--- src/rtl/fuse_gate_pkg.sv ---
package fuse_gate_pkg;
  typedef enum logic [1:0] {
    GRP_SYS  = 2'd0,
    GRP_USER = 2'd1
  } fuse_grp_e;
endpackage

--- src/rtl/fuse_addr_decode.sv ---
module fuse_addr_decode
  import fuse_gate_pkg::*;
#(
  parameter int FUSE_BITS = 172,
  parameter int WORD_W    = 32,
  parameter int SYS_WORDS = 5,
  localparam int NUM_WORDS = (FUSE_BITS + WORD_W - 1) / WORD_W,
  localparam int WIDX_W    = $clog2(NUM_WORDS),
  localparam int BIDX_W    = $clog2(WORD_W),
  localparam int ADDR_W    = WIDX_W + BIDX_W
) (
  input  logic [WIDX_W-1:0] word_idx,
  input  logic [BIDX_W-1:0] bit_idx,
  output logic [ADDR_W-1:0] lin_addr,
  output logic              in_range,
  output fuse_grp_e         grp
);
  always_comb begin
    lin_addr = {word_idx, bit_idx};
    in_range = (lin_addr < ADDR_W'(FUSE_BITS));
    grp      = (word_idx < WIDX_W'(SYS_WORDS)) ? GRP_SYS : GRP_USER;
  end
endmodule

--- src/rtl/fuse_lock_eval.sv ---
module fuse_lock_eval #(
  parameter int FUSE_BITS = 172,
  parameter int WORD_W    = 32,
  parameter int SYS_WORDS = 5,
  localparam int NUM_WORDS = (FUSE_BITS + WORD_W - 1) / WORD_W
) (
  input  logic [FUSE_BITS-1:0] fuse_state,
  output logic                 sys_locked,
  output logic                 user_locked
);
  logic [NUM_WORDS-1:0] prot;

  // protect bit of a word: its highest implemented fuse
  for (genvar w = 0; w < NUM_WORDS; w++) begin : g_prot
    localparam int TOP = ((w + 1) * WORD_W - 1 < FUSE_BITS) ?
                         (w + 1) * WORD_W - 1 : FUSE_BITS - 1;
    assign prot[w] = fuse_state[TOP];
  end

  always_comb begin
    sys_locked  = &prot[SYS_WORDS-1:0];
    user_locked = &prot[NUM_WORDS-1:SYS_WORDS];
  end

  logic unused_fuse_xor;
  assign unused_fuse_xor = ^fuse_state;
endmodule

--- src/rtl/fuse_wp_gate.sv ---
module fuse_wp_gate
  import fuse_gate_pkg::*;
#(
  parameter int FUSE_BITS = 172,
  parameter int WORD_W    = 32,
  parameter int SYS_WORDS = 5,
  localparam int NUM_WORDS = (FUSE_BITS + WORD_W - 1) / WORD_W,
  localparam int WIDX_W    = $clog2(NUM_WORDS),
  localparam int BIDX_W    = $clog2(WORD_W),
  localparam int ADDR_W    = WIDX_W + BIDX_W
) (
  input  logic                 clk,
  input  logic                 rst_n,
  input  logic [FUSE_BITS-1:0] fuse_state,
  input  logic                 req_valid,
  input  logic [WIDX_W-1:0]    req_word,
  input  logic [BIDX_W-1:0]    req_bit,
  output logic                 ack,
  output logic                 blow_stb,
  output logic [ADDR_W-1:0]    blow_addr,
  output logic                 err
);
  logic [ADDR_W-1:0] lin_addr;
  logic              in_range;
  fuse_grp_e         grp;
  logic              sys_locked, user_locked;
  logic              grp_locked, accept;
  logic              ack_d, stb_d, err_d;

  fuse_addr_decode #(.FUSE_BITS(FUSE_BITS), .WORD_W(WORD_W), .SYS_WORDS(SYS_WORDS)) u_dec (
    .word_idx (req_word),
    .bit_idx  (req_bit),
    .lin_addr (lin_addr),
    .in_range (in_range),
    .grp      (grp)
  );

  fuse_lock_eval #(.FUSE_BITS(FUSE_BITS), .WORD_W(WORD_W), .SYS_WORDS(SYS_WORDS)) u_lock (
    .fuse_state  (fuse_state),
    .sys_locked  (sys_locked),
    .user_locked (user_locked)
  );

  always_comb begin
    grp_locked = (grp == GRP_SYS) ? sys_locked : user_locked;
    accept     = req_valid && in_range && !grp_locked;
    ack_d      = req_valid;
    stb_d      = accept;
    err_d      = req_valid && !accept;
  end

  always_ff @(posedge clk or negedge rst_n) begin
    if (!rst_n) begin
      ack      <= 1'b0;
      blow_stb <= 1'b0;
      err      <= 1'b0;
    end else begin
      ack      <= ack_d;
      blow_stb <= stb_d;
      err      <= err_d;
    end
  end

  always_ff @(posedge clk or negedge rst_n) begin
    if (!rst_n) begin
      blow_addr <= '0;
    end else if (accept) begin
      blow_addr <= lin_addr;
    end
  end
endmodule

--- config.mk ---
export PLATFORM = sky130hd
export DESIGN_NAME = fuse_wp_gate
export DESIGN_NICKNAME = d
export VERILOG_FILES = /design/src/rtl/fuse_gate_pkg.sv /design/src/rtl/fuse_addr_decode.sv /design/src/rtl/fuse_lock_eval.sv /design/src/rtl/fuse_wp_gate.sv
export SDC_FILE = /design/constraint.sdc
export NUM_CORES = 1
export LEC_CHECK = 0
export BUFFER_PORTS_ARGS = -buffer_cell sky130_fd_sc_hd__buf_2
export CORE_AREA = 2 2 75 77
export CTS_CLUSTER_DIAMETER = 100
export DETAILED_ROUTE_END_ITERATION = 8
export DIE_AREA = 0 0 77 79
export GPL_ROUTABILITY_DRIVEN = 0
export SYNTH_ARGS = -nofsm -noshare
export SYNTH_HDL_FRONTEND = slang
export SYNTH_SLANG_ARGS = --single-unit
--- constraint.sdc ---
create_clock -name clk -period 0.8 [get_ports clk]
set_clock_uncertainty 0.1 [all_clocks]
set_input_delay 0.12 -clock clk [delete_from_list [all_inputs] [get_ports clk]]
set_output_delay 0.12 -clock clk [all_outputs]
set_load 0.1 [all_outputs]
==> flow_metrics.tcl <==
set metrics [dict create \
    placed_area_um2 945 \
    rsz0062_at_grt "true" \
    wl_per_cell_um 9.20 \
    worstPathArrival_ns 1.23 \
    synth_cell_types 10 \
    die-width_um 77 \
    grt_max_degree 12 \
    netlist_instances 27 \
    netlist_top_cells_count "11 x dfrtp_1, 8 x mux2_4" \
    fin_crit_sh_pct 151 \
    antenna_found_initial 0 \
    clock_path_buffers 2 \
    htreeDepth 1 \
    end_kind "flop" \
    grt_pass1_wl_um 2150 \
    ys_ff_latch 11 \
    post-route-util_pct 19.8 \
    cp.buffers_inverters 2 \
    grt_use_total_pct 4.73 \
    peakVddDrop_uv 713 \
    final_cell_area_um2 1060 \
    synth_edf_count 0 \
    synthesis.area_um2 464 \
    p_leak_nw 0.461 \
    path_depth 5 \
    insertion_delay_ns 0.24 \
    n_antenna_cell 0 \
    synth_top_cell_by_area "dfrtp_1" \
    start_util_pct 8.70 \
    power_density_nw_per_um2 2360 \
    drt-total-wl_um 1300 \
    area_delta_synth_final_pct 127 \
    io_buffer_count 27 \
    fin_nets 253 \
    maxCapViolations 0 \
    cts_tree "built" \
    grt-ovfl-total 0 \
    crit_end "blow_addr[7]" \
    crit_required_ns 0.82 \
    status "finished with violations" \
    netlist.area_leader.share_pct 59.3 \
    relSlewSlack_pct 82.5 \
    cts_root_buffer "clkbuf_8" \
    critPathSlowestCell "a2111oi_4" \
    ff2ff_path_depth 2 \
    crit_chain "buf_8 -> a2111oi_4 -> o211a_1 -> buf_12 -> mux2_4" \
    synth_top_cells_by_area "dfrtp_1 59%, mux2_4 26%, a2111oi_2 3.2%" \
    seq_area_frac_synth_pct 59.3 \
    r2r_slack_ns -0.30 \
    cp_top_family "compound AO/OA/AOI/OAI gates" \
    die_y_um 79 \
    r2r_start "blow_addr[3]" \
    setup_violations 20 \
    first_pass_iters 4 \
    die_area_um2 6080 \
    drc 0 \
    via_per_inst 2.61 \
    row_count 27 \
    worstPathMaxFanout 9 \
    grt_pass1_vias 420 \
    synth_most_common_cell "dfrtp_1" \
    timing.hold.ws_ns 0.00991 \
    synth_warnings 0 \
    clock.fmax_ghz 0.827 \
    hold_path.class "input port to flop" \
    fin_ws_ns -0.409 \
    cpPeakStageDelay_ns 0.34 \
    drt-initial-drc-count 2 \
    worstSetupStartpoint "req_bit[3]" \
    ant_nets 0 \
    synth.net_count 210 \
    r2r_end "blow_addr[3]" \
    syn_avg_cell_area_um2 17.2 \
    fillers 605 \
    clkSinkCount 11 \
    io_pins 194 \
    async_flop_share_pct 100 \
    worstSetupStartpointType "input port" \
    drive_gt1_share_pct 91.3 \
    violations "negative setup slack" \
    fin_crit_ns 1.21 \
    finalHoldViolCount 0 \
    worst_pin_slew_ns 0.263 \
    maxSlewViolCount 0 \
    crit_type "input port to flop" \
    clk_pin_slew_ns 0.05 \
    vias 368 \
    cts_made_buffers 3 \
    yosys_most_used_dff "dfrtp_1" \
    core-area_um2 5340 \
]
-- flip-flops by register name, summed over array words and instances (netlist names) --
register / count
ack: 1
blow_addr: 8
blow_stb: 1
err: 1
-- kinds of logic (layout without fill, tap and decap cells) --
family | after synthesis | in the layout | synth area share, %
compound gates | 4 | 4 | 8.35
buf+inv | 1 | 43 | 2.43
flops | 11 | 11 | 59.3
mux | 8 | 8 | 25.9
simple gates | 3 | 3 | 4.05
-- per-layer routing --
| layer | wire [um] | vias to the layer above | global-route usage [%] | share of wire (%) |
|---|---|---|---|---|
| met1 | 489 | 171 | 5.09 | 38 |
| met2 | 727 | 16 | 8.33 | 56 |
| met4 | 0 | 0 | 2.68 | 0 |
| met5 | 0 | - | 0 | 0 |
| met3 | 80 | 0 | 1.36 | 6.2 |
| li1 | - | 181 | - | - |
-- per-stage QoR --
stage          setup TNS [ns]  setup WS [ns]  power, mW  std cells
3_3_place_gp            -6.69         -0.679       1.88        130
2_1_floorplan           -4.58         -0.513       1.41         27
6_report                -6.69         -0.409       2.49        141
5_1_grt                 -7.09         -0.434       2.60        141
4_1_cts                 -6.81         -0.410       2.52        140
3_5_place_dp            -6.95         -0.708       1.89        130
-- worst register-to-register path, delay by kind of cell, from the launching register on --
| kind | cells | cell delay (ns) |
|---|---|---|
| buffers and inverters | 1 | 0.14 |
| flip-flops | 1 | 0.49 |
| multiplexers | 1 | 0.26 |
-- report_power, final --
group / internal (mW) / leakage [nW] / switching (mW) / total, mW
sequential: 0.676 / 0.120 / 0.0779 / 0.754
combinational: 0.501 / 0.316 / 0.680 / 1.18
clock: 0.343 / 0.0255 / 0.214 / 0.557
-- cell usage in the layout (no fill, tap or decap) --
cell	n
buf_2	15
buf_12	12
dfrtp_4	10
buf_4	10
mux2_4	8
clkbuf_8	3
o21ai_2	1
a2111oi_4	1
and3_1	1
nand4_1	1
o211a_1	1
o21ai_1	1
and2_1	1
dfrtp_2	1
clkinv_2	1
dlygate4sd3_1	1
buf_8	1
-- cell type report --
cell class	count	area, um2	area share (%)
well taps	72	90.1	8.53
clock buffers	3	41.3	3.91
multi-input cells	15	190	18.0
clock inverters	1	5.00	0.474
repair buffers	39	415	39.3
flip-flops and latches	11	314	29.7
-- what timing repair did --
item | in CTS | in global routing
setup endpoints to repair | 21 | 21
hold buffers | 1 | 0
gates resized for setup | 3 | 1
pin swaps | 3 | 0
endpoints found under the hold margin | 11 | 0
buffers inserted | 5 | 1
-- worst min path at each step --
stage                           from            to  slack, ns  cells past startpoint
final                      req_valid           ack       0.01                      2
after global routing       req_valid           ack      0.009                      2
after floorplan                rst_n      blow_stb      -0.28                      0
after global placement         rst_n  blow_addr[6]       -0.1                      1
after CTS                 req_bit[0]  blow_addr[0]      0.006                      2
after detailed placement       rst_n  blow_addr[7]      -0.09                      1
(Power assumes the default switching activity.)
